**config.mk**
```make
export PLATFORM = sky130hd
export DESIGN_NAME = oscctl_regbank
export DESIGN_NICKNAME = d
export VERILOG_FILES = /design/src/rtl/oscctl_pkg.sv /design/src/rtl/oscctl_decode.sv /design/src/rtl/oscctl_core.sv /design/src/rtl/oscctl_aux.sv /design/src/rtl/oscctl_regbank.sv
export SDC_FILE = /design/constraint.sdc
export NUM_CORES = 1
export LEC_CHECK = 0
export BUFFER_PORTS_ARGS = -buffer_cell sky130_fd_sc_hd__buf_4
export CAP_MARGIN = 20
export CORE_UTILIZATION = 28
export DETAILED_ROUTE_END_ITERATION = 10
export PLACE_DENSITY = 0.58
export SLEW_MARGIN = 20
export SYNTH_ARGS = -nofsm -noshare
export SYNTH_HDL_FRONTEND = slang
export SYNTH_SLANG_ARGS = --single-unit
export TNS_END_PERCENT = 1
```
**constraint.sdc**
```tcl
create_clock -name pclk -period 1.9 [get_ports pclk]
set_input_delay 0.285 -clock pclk [delete_from_list [all_inputs] [get_ports pclk]]
set_output_delay 0.285 -clock pclk [all_outputs]
set_load 0.02 [all_outputs]
```
**src/rtl/oscctl_pkg.sv**
```systemverilog
package oscctl_pkg;
  localparam int unsigned DATA_W = 32;

  localparam logic [7:0] OFS_CTRL    = 8'h00;
  localparam logic [7:0] OFS_STATUS  = 8'h04;
  localparam logic [7:0] OFS_PAUSE   = 8'h08;
  localparam logic [7:0] OFS_STARTUP = 8'h0C;
  localparam logic [7:0] OFS_COUNT   = 8'h1C;

  localparam logic [11:0] EN_OFF_CODE = 12'hD1E;
  localparam logic [11:0] EN_ON_CODE  = 12'hFAB;
  localparam logic [11:0] BAND_BASE   = 12'hAA0;
  localparam logic [31:0] SLEEP_CODE  = 32'h636F6D61;
  localparam logic [31:0] WAKE_CODE   = 32'h77616B65;

  localparam int unsigned BIT_BAD    = 24;
  localparam int unsigned BIT_ON     = 12;
  localparam int unsigned BIT_STABLE = 31;

  typedef enum logic [2:0] {
    SEL_CTRL    = 3'd0,
    SEL_STATUS  = 3'd1,
    SEL_PAUSE   = 3'd2,
    SEL_STARTUP = 3'd3,
    SEL_COUNT   = 3'd4,
    SEL_NONE    = 3'd7
  } reg_sel_e;

  localparam int unsigned NUM_REGS = 5;
endpackage

```
**src/rtl/oscctl_decode.sv**
```systemverilog
module oscctl_decode
  import oscctl_pkg::*;
#(
  parameter int unsigned ADDR_W = 5
) (
  input  logic              clk,
  input  logic              rst_n,
  input  logic              psel,
  input  logic              penable,
  input  logic              pwrite,
  input  logic [ADDR_W-1:0] paddr,
  output reg_sel_e          rd_sel,
  output logic [NUM_REGS-1:0] wr_stb
);
  localparam logic [ADDR_W-1:0] A_CTRL    = ADDR_W'(OFS_CTRL);
  localparam logic [ADDR_W-1:0] A_STATUS  = ADDR_W'(OFS_STATUS);
  localparam logic [ADDR_W-1:0] A_PAUSE   = ADDR_W'(OFS_PAUSE);
  localparam logic [ADDR_W-1:0] A_STARTUP = ADDR_W'(OFS_STARTUP);
  localparam logic [ADDR_W-1:0] A_COUNT   = ADDR_W'(OFS_COUNT);

  logic access_wr;

  always_comb begin
    unique case (paddr)
      A_CTRL:    rd_sel = SEL_CTRL;
      A_STATUS:  rd_sel = SEL_STATUS;
      A_PAUSE:   rd_sel = SEL_PAUSE;
      A_STARTUP: rd_sel = SEL_STARTUP;
      A_COUNT:   rd_sel = SEL_COUNT;
      default:   rd_sel = SEL_NONE;
    endcase
  end

  assign access_wr = psel & penable & pwrite;

  for (genvar g = 0; g < NUM_REGS; g++) begin : g_wstb
    assign wr_stb[g] = access_wr && (rd_sel == reg_sel_e'(g));
  end

  AST_WR_ONEHOT: assert property (@(posedge clk) disable iff (!rst_n)
    $onehot0(wr_stb)) else $error("write strobes not one-hot");
  AST_WR_NEEDS_ACCESS: assert property (@(posedge clk) disable iff (!rst_n)
    (|wr_stb) |-> (psel && penable && pwrite)) else $error("write outside access");
endmodule

```
**src/rtl/oscctl_core.sv**
```systemverilog
module oscctl_core
  import oscctl_pkg::*;
(
  input  logic              clk,
  input  logic              rst_n,
  input  logic              wr_ctrl,
  input  logic              wr_status,
  input  logic              wr_pause,
  input  logic [DATA_W-1:0] wdata,
  output logic              en_q,
  output logic              pause_q,
  output logic [1:0]        band_q,
  output logic              bad_q
);
  logic [11:0] en_code;
  logic [11:0] band_code;
  logic        en_invalid;
  logic        band_valid;
  logic        pause_invalid;
  logic        bad_set;
  logic        bad_clr;
  logic        en_d;
  logic        pause_d;
  logic [1:0]  band_d;
  logic        bad_d;
  logic        band_ce;
  logic        bad_ce;

  assign en_code   = wdata[23:12];
  assign band_code = wdata[11:0];

  always_comb begin
    en_invalid    = (en_code != EN_ON_CODE) && (en_code != EN_OFF_CODE);
    band_valid    = (band_code[11:2] == BAND_BASE[11:2]);
    pause_invalid = (wdata != SLEEP_CODE) && (wdata != WAKE_CODE);
    bad_set       = (wr_ctrl && (en_invalid || !band_valid)) ||
                    (wr_pause && pause_invalid);
    bad_clr       = wr_status && wdata[BIT_BAD];
  end

  always_comb begin
    en_d    = (en_code != EN_OFF_CODE);
    pause_d = (wdata == SLEEP_CODE);
    band_d  = band_code[1:0];
    band_ce = wr_ctrl && band_valid;
    bad_ce  = bad_set || bad_clr;
    bad_d   = bad_set ? 1'b1 : 1'b0;
  end

  always_ff @(posedge clk or negedge rst_n) begin
    if (!rst_n) begin
      en_q    <= 1'b0;
      pause_q <= 1'b0;
      band_q  <= 2'd0;
      bad_q   <= 1'b0;
    end else begin
      if (wr_ctrl)  en_q    <= en_d;
      if (wr_pause) pause_q <= pause_d;
      if (band_ce)  band_q  <= band_d;
      if (bad_ce)   bad_q   <= bad_d;
    end
  end

  AST_OFF_CODE: assert property (@(posedge clk) disable iff (!rst_n)
    (wr_ctrl && wdata[23:12] == EN_OFF_CODE) |=> !en_q) else $error("off code");
  AST_BAD_ENABLE: assert property (@(posedge clk) disable iff (!rst_n)
    (wr_ctrl && wdata[23:12] != EN_OFF_CODE && wdata[23:12] != EN_ON_CODE) |=> (en_q && bad_q))
    else $error("bad enable fallback");
  AST_BAND_HOLD: assert property (@(posedge clk) disable iff (!rst_n)
    (wr_ctrl && wdata[11:2] != BAND_BASE[11:2]) |=> $stable(band_q)) else $error("band hold");
  AST_PAUSE_WAKE: assert property (@(posedge clk) disable iff (!rst_n)
    (wr_pause && wdata != SLEEP_CODE) |=> !pause_q) else $error("pause fallback");
  AST_BAD_STICKY: assert property (@(posedge clk) disable iff (!rst_n)
    (bad_q && !(wr_status && wdata[BIT_BAD])) |=> bad_q) else $error("flag lost");
  AST_BAD_SET_WINS: assert property (@(posedge clk) disable iff (!rst_n)
    (wr_pause && wdata != SLEEP_CODE && wdata != WAKE_CODE) |=> bad_q) else $error("set lost");
endmodule

```
**src/rtl/oscctl_aux.sv**
```systemverilog
module oscctl_aux
  import oscctl_pkg::*;
#(
  parameter int unsigned DELAY_W     = 14,
  parameter int unsigned COUNT_W     = 8,
  parameter int unsigned SYNC_STAGES = 2
) (
  input  logic               clk,
  input  logic               rst_n,
  input  logic               wr_startup,
  input  logic               wr_count,
  input  logic [DATA_W-1:0]  wdata,
  input  logic               stable_async,
  output logic [DELAY_W-1:0] delay_q,
  output logic               x4_q,
  output logic [COUNT_W-1:0] load_val_q,
  output logic               load_q,
  output logic               stable_sync
);
  localparam int unsigned X4_BIT = 20;

  logic [SYNC_STAGES-1:0] sync_q;
  logic [SYNC_STAGES-1:0] sync_d;

  always_comb begin
    sync_d = {sync_q[SYNC_STAGES-2:0], stable_async};
  end

  always_ff @(posedge clk or negedge rst_n) begin
    if (!rst_n) begin
      delay_q    <= '0;
      x4_q       <= 1'b0;
      load_val_q <= '0;
      load_q     <= 1'b0;
      sync_q     <= '0;
    end else begin
      if (wr_startup) begin
        delay_q <= wdata[DELAY_W-1:0];
        x4_q    <= wdata[X4_BIT];
      end
      if (wr_count) load_val_q <= wdata[COUNT_W-1:0];
      load_q <= wr_count;
      sync_q <= sync_d;
    end
  end

  assign stable_sync = sync_q[SYNC_STAGES-1];

  AST_LOAD_PULSE: assert property (@(posedge clk) disable iff (!rst_n)
    load_q |=> !load_q) else $error("load strobe too long");
  AST_LOAD_FOLLOWS: assert property (@(posedge clk) disable iff (!rst_n)
    wr_count |=> (load_q && load_val_q == $past(wdata[COUNT_W-1:0]))) else $error("load value");
  AST_STARTUP_HOLD: assert property (@(posedge clk) disable iff (!rst_n)
    !wr_startup |=> ($stable(delay_q) && $stable(x4_q))) else $error("startup changed");
endmodule

```
**src/rtl/oscctl_regbank.sv**
```systemverilog
module oscctl_regbank
  import oscctl_pkg::*;
#(
  parameter int unsigned ADDR_W      = 5,
  parameter int unsigned DELAY_W     = 14,
  parameter int unsigned COUNT_W     = 8,
  parameter int unsigned SYNC_STAGES = 2
) (
  input  logic               pclk,
  input  logic               presetn,
  input  logic               psel,
  input  logic               penable,
  input  logic               pwrite,
  input  logic [ADDR_W-1:0]  paddr,
  input  logic [31:0]        pwdata,
  output logic [31:0]        prdata,
  output logic               pready,
  output logic               pslverr,
  input  logic               osc_stable_i,
  output logic               osc_enable_o,
  output logic               osc_pause_o,
  output logic [1:0]         band_sel_o,
  output logic [DELAY_W-1:0] startup_delay_o,
  output logic               startup_x4_o,
  output logic [COUNT_W-1:0] pause_load_val_o,
  output logic               pause_load_o,
  input  logic [COUNT_W-1:0] pause_count_i
);
  logic rst_meta_q;
  logic rst_n_q;

  always_ff @(posedge pclk or negedge presetn) begin
    if (!presetn) begin
      rst_meta_q <= 1'b0;
      rst_n_q    <= 1'b0;
    end else begin
      rst_meta_q <= 1'b1;
      rst_n_q    <= rst_meta_q;
    end
  end

  reg_sel_e            rd_sel;
  logic [NUM_REGS-1:0] wr_stb;
  logic                en_q;
  logic                pause_q;
  logic [1:0]          band_q;
  logic                bad_q;
  logic                stable_sync;

  oscctl_decode #(.ADDR_W(ADDR_W)) u_decode (
    .clk     (pclk),
    .rst_n   (rst_n_q),
    .psel    (psel),
    .penable (penable),
    .pwrite  (pwrite),
    .paddr   (paddr),
    .rd_sel  (rd_sel),
    .wr_stb  (wr_stb)
  );

  oscctl_core u_core (
    .clk       (pclk),
    .rst_n     (rst_n_q),
    .wr_ctrl   (wr_stb[SEL_CTRL]),
    .wr_status (wr_stb[SEL_STATUS]),
    .wr_pause  (wr_stb[SEL_PAUSE]),
    .wdata     (pwdata),
    .en_q      (en_q),
    .pause_q   (pause_q),
    .band_q    (band_q),
    .bad_q     (bad_q)
  );

  oscctl_aux #(
    .DELAY_W     (DELAY_W),
    .COUNT_W     (COUNT_W),
    .SYNC_STAGES (SYNC_STAGES)
  ) u_aux (
    .clk          (pclk),
    .rst_n        (rst_n_q),
    .wr_startup   (wr_stb[SEL_STARTUP]),
    .wr_count     (wr_stb[SEL_COUNT]),
    .wdata        (pwdata),
    .stable_async (osc_stable_i),
    .delay_q      (startup_delay_o),
    .x4_q         (startup_x4_o),
    .load_val_q   (pause_load_val_o),
    .load_q       (pause_load_o),
    .stable_sync  (stable_sync)
  );

  always_comb begin
    prdata = '0;
    if (psel) begin
      unique case (rd_sel)
        SEL_CTRL: begin
          prdata[23:12] = en_q ? EN_ON_CODE : EN_OFF_CODE;
          prdata[11:0]  = {BAND_BASE[11:2], band_q};
        end
        SEL_STATUS: begin
          prdata[BIT_STABLE] = stable_sync;
          prdata[BIT_BAD]    = bad_q;
          prdata[BIT_ON]     = en_q;
        end
        SEL_PAUSE:   prdata = pause_q ? SLEEP_CODE : WAKE_CODE;
        SEL_STARTUP: begin
          prdata[DELAY_W-1:0] = startup_delay_o;
          prdata[20]          = startup_x4_o;
        end
        SEL_COUNT:   prdata[COUNT_W-1:0] = pause_count_i;
        default:     prdata = '0;
      endcase
    end
  end

  assign osc_enable_o = en_q;
  assign osc_pause_o  = pause_q;
  assign band_sel_o   = band_q;
  assign pready       = 1'b1;
  assign pslverr      = 1'b0;

  AST_UNMAPPED_ZERO: assert property (@(posedge pclk) disable iff (!rst_n_q)
    (psel && rd_sel == SEL_NONE) |-> (prdata == '0)) else $error("unmapped read");
  AST_STATUS_LOW_ZERO: assert property (@(posedge pclk) disable iff (!rst_n_q)
    (psel && rd_sel == SEL_STATUS) |-> (prdata[1:0] == 2'b00)) else $error("status band bits");
endmodule

```
After elaboration in Yosys (flattened, before gate mapping)
Index checks and enable logic that the tools add are counted.
- reduce and logical (&&, ||, !) cells: 17
- equal/unequal tests: 14
- muxes and demuxes: 15
- bitwise operators: 2
- operators with widths (cell ; count):
    $ne 32x31->1 const B ; 2
    $eq 32x31->1 const B ; 1
    $mux 32 ; 1
    $pmux 8 s4 ; 1
    $mux 29 ; 1
    $ne 12x12->1 const B ; 2
    $pmux 3 s5 ; 1
    $pmux 4 s3 ; 1
    $pmux 6 s2 ; 1
    $logic_and 1x1->1 ; 11
    $eq 10x10->1 const B ; 1
    $eq 5x4->1 const B ; 2
    $mux 10 ; 1
    $eq 3x2->1 const B ; 2
    $mux 6 ; 1
    $pmux 1 s3 ; 2
    $pmux 3 s2 ; 1
    $eq 5x3->1 const B ; 1
    $eq 5x5->1 const B ; 1
    $logic_not 5->1 ; 1
    $pmux 1 s2 ; 2
    $pmux 1 s4 ; 1
    $eq 3x1->1 const B ; 1
    $eq 3x3->1 const B ; 1
    5 further kinds ; 8
- register bits after elaboration: 33
- output and inout port bits: 62
- bits of input ports: 51
- word-level logic and storage cells: 59

Logic depth before layout (Yosys ltp)
- word-level depth: 7
- mapped depth: 7
- mapped depth without buffers: 5

By module
Synthesis repeated with hierarchy kept, for this count alone.
- cell total of the unflattened synthesis: 195
- area total of the unflattened synthesis: 2040.7 um^2
- modules (own cells, without submodules) (module ; instances ; cells each ; area each (um^2) ; seq. area each (um^2)):
    oscctl_aux ; 1 ; 52 ; 983.4 ; 650.6
    oscctl_regbank ; 1 ; 83 ; 555.5 ; 50.0
    oscctl_core ; 1 ; 43 ; 404.1 ; 125.1
    oscctl_decode ; 1 ; 17 ; 97.6 ; 0.0

Worst setup path after synthesis
Ideal clock, no wire load.
- path kind: input-to-output
- from: input paddr[1]
- to: output prdata[28]
- data required time: 1.615 ns
- buffers on the path: 1
- arrival time: 1.850 ns
- setup slack: -0.235 ns
- stages on the path: 5
- cell sequence: or3_4 nor2_1 and2_1 nor2b_1 buf_4
- longest elaborated chain between the ends: 5
- elaborated cells on any way between the ends: 9
- those cells by class: 5 x eq/ne; 3 x mux; 1 x reduce/logical
- RTL lines (element ; RTL line ; RTL):
    from (decl) ; oscctl_regbank.sv:14 ; input logic [ADDR_W-1:0] paddr,
    $eq 5x5->1 (tied with other cells) ; oscctl_decode.sv:24 ; unique case (paddr)
    $pmux 3 s5 (*) ; oscctl_decode.sv:24 ;
    $eq 3x2->1 (*) ; oscctl_regbank.sv:95 ; unique case (rd_sel)
    $mux 6 (*) ; oscctl_regbank.sv:95 ;
    $mux 32 (*) ; oscctl_regbank.sv:94 ; if (psel) begin
    to (decl) ; oscctl_regbank.sv:16 ; output logic [31:0] prdata,
Mark *: on every way between the ends. The rest lies on a longest branch, timed or not.

Worst setup path in the final report
- from: input paddr[1]
- to: output prdata[1]
- longest elaborated chain between the ends: 5
- elaborated cells on any way between the ends: 12
- those cells by class: 7 x eq/ne; 3 x mux; 2 x reduce/logical
- RTL lines (element ; RTL line):
    $eq 5x5->1 (tied with other cells) ; oscctl_decode.sv:24
    $pmux 3 s5 (*) ; oscctl_decode.sv:24
    $eq 3x3->1 (tied with other cells) ; oscctl_regbank.sv:95
    $pmux 8 s4 (*) ; oscctl_regbank.sv:95
    $mux 32 (*) ; oscctl_regbank.sv:94
Marked as above.

==> reports/metrics.csv <==
stage,metric,value,unit
setup_path,cp.arrival,1.52,ns
yosys,async_flop_share,100,%
grt,met3_usage,5.47,%
yosys,netlist_area,1850,sq um
placed_design,place.gp.congestion,0.786,
clocking,htree_levels,2,
pwr,pwr_density_cell,613,nW/um^2
sta,fmax,554,MHz
clocking,path_clk_slew,0.06,ns
floorplan,dieArea,6920,sq um
placed_design,place_area,2840,sq um
cells_and_area,drive_above_1_share,55.8,%
grt,met2_usage,27.1,%
clocking,clk_path_buf_depth,2,
route,wl_per_cell,15.6,microns
clocking,clk_latency,0.28,ns
sta,fin_tns_setup,0,ns
sta,setup_viol,0,
route,num_vias,1854,
floorplan,pin_count,113,
grt,grt_max_degree,18,
floorplan,die_w,83.2,microns
sta,worst_pin_slew,0.658,ns
floorplan,rows,29,
setup_path,crit_chain,"buf_4, or3_4, nor3_4, buf_4, a22oi_1, a21oi_2, buf_4",
setup_path,worstSetupEndpointType,output pin,
yosys,synth_ff_type,dfrtp_1,
clocking,cts_setup_buffers,0,
route,drt_iter0_markers,67,
setup_path,startpoint,paddr[1],
setup_path,critical_path_class,input port to output pin,
clocking,cts-buffers-inserted,5,
grt,grt_pass1_wl,9650,microns
sta,max_slew_margin,56.1,%
placed_design,dp_hpwl,4760,microns
yosys,yosys.area_share.simple,24.1,%
yosys,synth_compound_area_share,10.2,%
grt,grt-ovfl-total,0,
sta,fin_crit_sh,94.9,%
yosys,synth_edf_count,0,
setup_path,cp_slowest_cell,or3_4,
setup_path,cp_max_fo,5,
route,drc,0,
setup_path,r2r-start,u_core.pause_q,
pwr,p_leak,1.48,nW
placed_design,dp_cells,372,
grt,grtUsageTotal,17.7,%
yosys,synthAdderAreaFrac,0,%
cells_and_area,final_util,46.8,%
sta,slew_violations,0,
cells_and_area,n_antenna_cell,0,
clocking,clock_sinks,33,
sta,clock_skew,0.00340,ns
route,drtPass1Iterations,4,
route,routed_via_density,4.88,
yosys,synthXorXnorAreaFrac,0,%
setup_path,cp-endpoint,prdata[1],
floorplan,dieHeight,83.2,microns
setup_path,r2r_end,u_core.pause_q,
route,detail-route-antenna-nets,0,
sta,period_minus_slack,1.80,ns
yosys,muxShareOfSynthArea,15.2,%
floorplan,core_area,6350,sq um
yosys,syn_area_per_cell,10.2,sq um
placed_design,io_buffers,109,
yosys,ys_ff_latch,33,
cells_and_area,area_delta_synth_final,61.0,%
sta,hold_violations,0,
floorplan,initial_core_util,29.1,%
grt,busiest_layer,met2,
yosys,postSynthCellCount,181,
setup_path,rr_worst_depth,1,
cells_and_area,layout.nets,354,
cells_and_area,post-route-cell-area,2970,sq um
setup_path,required,1.62,ns
yosys,ys_seq_area_share,44.7,%
grt,antenna_found_initial,0,
clocking,cts_tree,yes,
yosys,synth.distinct_cells,44,
yosys,synth_top_family_by_area,simple AND/OR/NAND/NOR gates,
grt,use_met1,24.4,%
yosys,yosys_warnings,0,
route,postRouteWirelength,5910,microns
min_path,min_path_type,input port to flip-flop,
setup_path,cp_common_cell,buf_4,
setup_path,max_stage_delay,0.42,ns
cells_and_area,final_cells,380,
setup_path,timing.reg2reg.setup_slack,1.04,ns
flow_run,maxCapViolations,0,
grt,grt_pass1_vias,1844,
run_status,status,"complete, no violations",
clocking,cts_root_buf,clkbuf_8,
setup_path,crit_path_start_kind,input port,
pwr,vdd_ir_drop_max,0.000494,V
## worst max-delay path, delay by kind of cell
kind | cells | cell delay (ns)
simple gates | 2 | 0.58
buf+inv | 3 | 0.42
compound gates | 2 | 0.22
## per-layer routing
| layer | vias up | part of all wire [%] |
|---|---|---|
| met2 | 70 | 47 |
| met4 | 0 | 0.96 |
| met5 | - | 0 |
| met1 | 886 | 46 |
| met3 | 5 | 6.4 |
| li1 | 893 | - |
## logic make-up (layout without fill, tap and decap cells)
family	after synthesis	count (layout)
simple gates	74	74
compound gates	30	30
other cells	2	4
mux	25	25
buf+inv	17	137
flops	33	33
## metrics by stage
stage,setup slack (ns),total power [mW],hold slack (ns)
global route,-0.00495,1.91,0.0958
global placement,-0.0224,1.20,0.0690
floorplan,-0.0809,0.972,-0.0106
finish,0.0965,1.82,0.111
detailed placement,-0.0316,1.20,0.0688
CTS,0.0492,1.85,0.105
## sequential cells by signal, summed over array words and instances, names as in the netlist
name	flops
rst_meta_q	1
rst_n_q	1
u_aux.delay_q	14
u_aux.load_q	1
u_aux.load_val_q	8
u_aux.sync_q	2
u_aux.x4_q	1
u_core.bad_q	1
u_core.band_q	2
u_core.en_q	1
u_core.pause_q	1
## repair_timing
item                                    4_1_cts  5_1_grt
gates resized for setup                       0        5
hold buffers                                  1        0
hold endpoints to repair                      2        0
endpoints found under the setup margin        0        6
## cells in the final DEF, fill, tap and decap left out, types with 4 or more instances in the layout
cell type / Yosys / routed
a21oi_1: 14 / 13
a22oi_1: 4 / 4
and3_1: 4 / 4
buf_4: 9 / 124
clkbuf_8: 0 / 5
conb_1: 2 / 4
dfrtp_1: 33 / 33
mux2_2: 23 / 23
nand2_1: 14 / 14
nand3_1: 5 / 5
nor2_1: 16 / 15
## Yosys cell counts, types with 2 or more instances
library cell  instances  share of area, %
a21oi_1              14               3.8
a221oi_1              3               1.4
a22oi_1               4               1.6
and2_1                2              0.68
and3_1                4               1.4
buf_2                 2              0.54
buf_4                 9               3.7
clkbuf_1              4              0.81
conb_1                2              0.41
dfrtp_1              33                45
inv_1                 2              0.41
mux2_2               23                14
nand2_1              14               2.8
nand2_2               2              0.68
nand2b_1              3               1.0
nand3_1               5               1.4
nand4_1               3               1.0
nand4b_1              2              0.95
nor2_1               16               3.3
nor2b_1               2              0.68
nor3_1                3              0.81
nor4_1                3               1.0
nor4b_1               2              0.95
nor4bb_1              2               1.1
o21ai_0               3              0.81
## layout make-up
class                   count  area (sq um)
fillers                   629          3380
repair buffers            128           992
multi-input cells         133           946
flip-flops and latches     33           826
well taps                  77          96.3
clock buffers               5          68.8
clock inverters             2          35.0
inverters                   2          7.51
## worst min-delay path by stage
stage	startpoint	endpoint	depth (start not counted)
5_1_grt	osc_stable_i	u_aux.sync_q[0]	1
6_report	osc_stable_i	u_aux.sync_q[0]	1
2_1_floorplan	presetn	rst_meta_q	0
4_1_cts	osc_stable_i	u_aux.sync_q[0]	1
3_3_place_gp	presetn	rst_meta_q	1
3_5_place_dp	presetn	rst_meta_q	1
## power breakdown
part / switching [mW] / total, mW / internal (mW)
logic: 0.187 / 0.388 / 0.200
registers: 0.0441 / 0.800 / 0.756
clock network: 0.252 / 0.633 / 0.381
total: 0.483 / 1.82 / 1.34
Note: power is estimated with default switching activity, not from simulation.
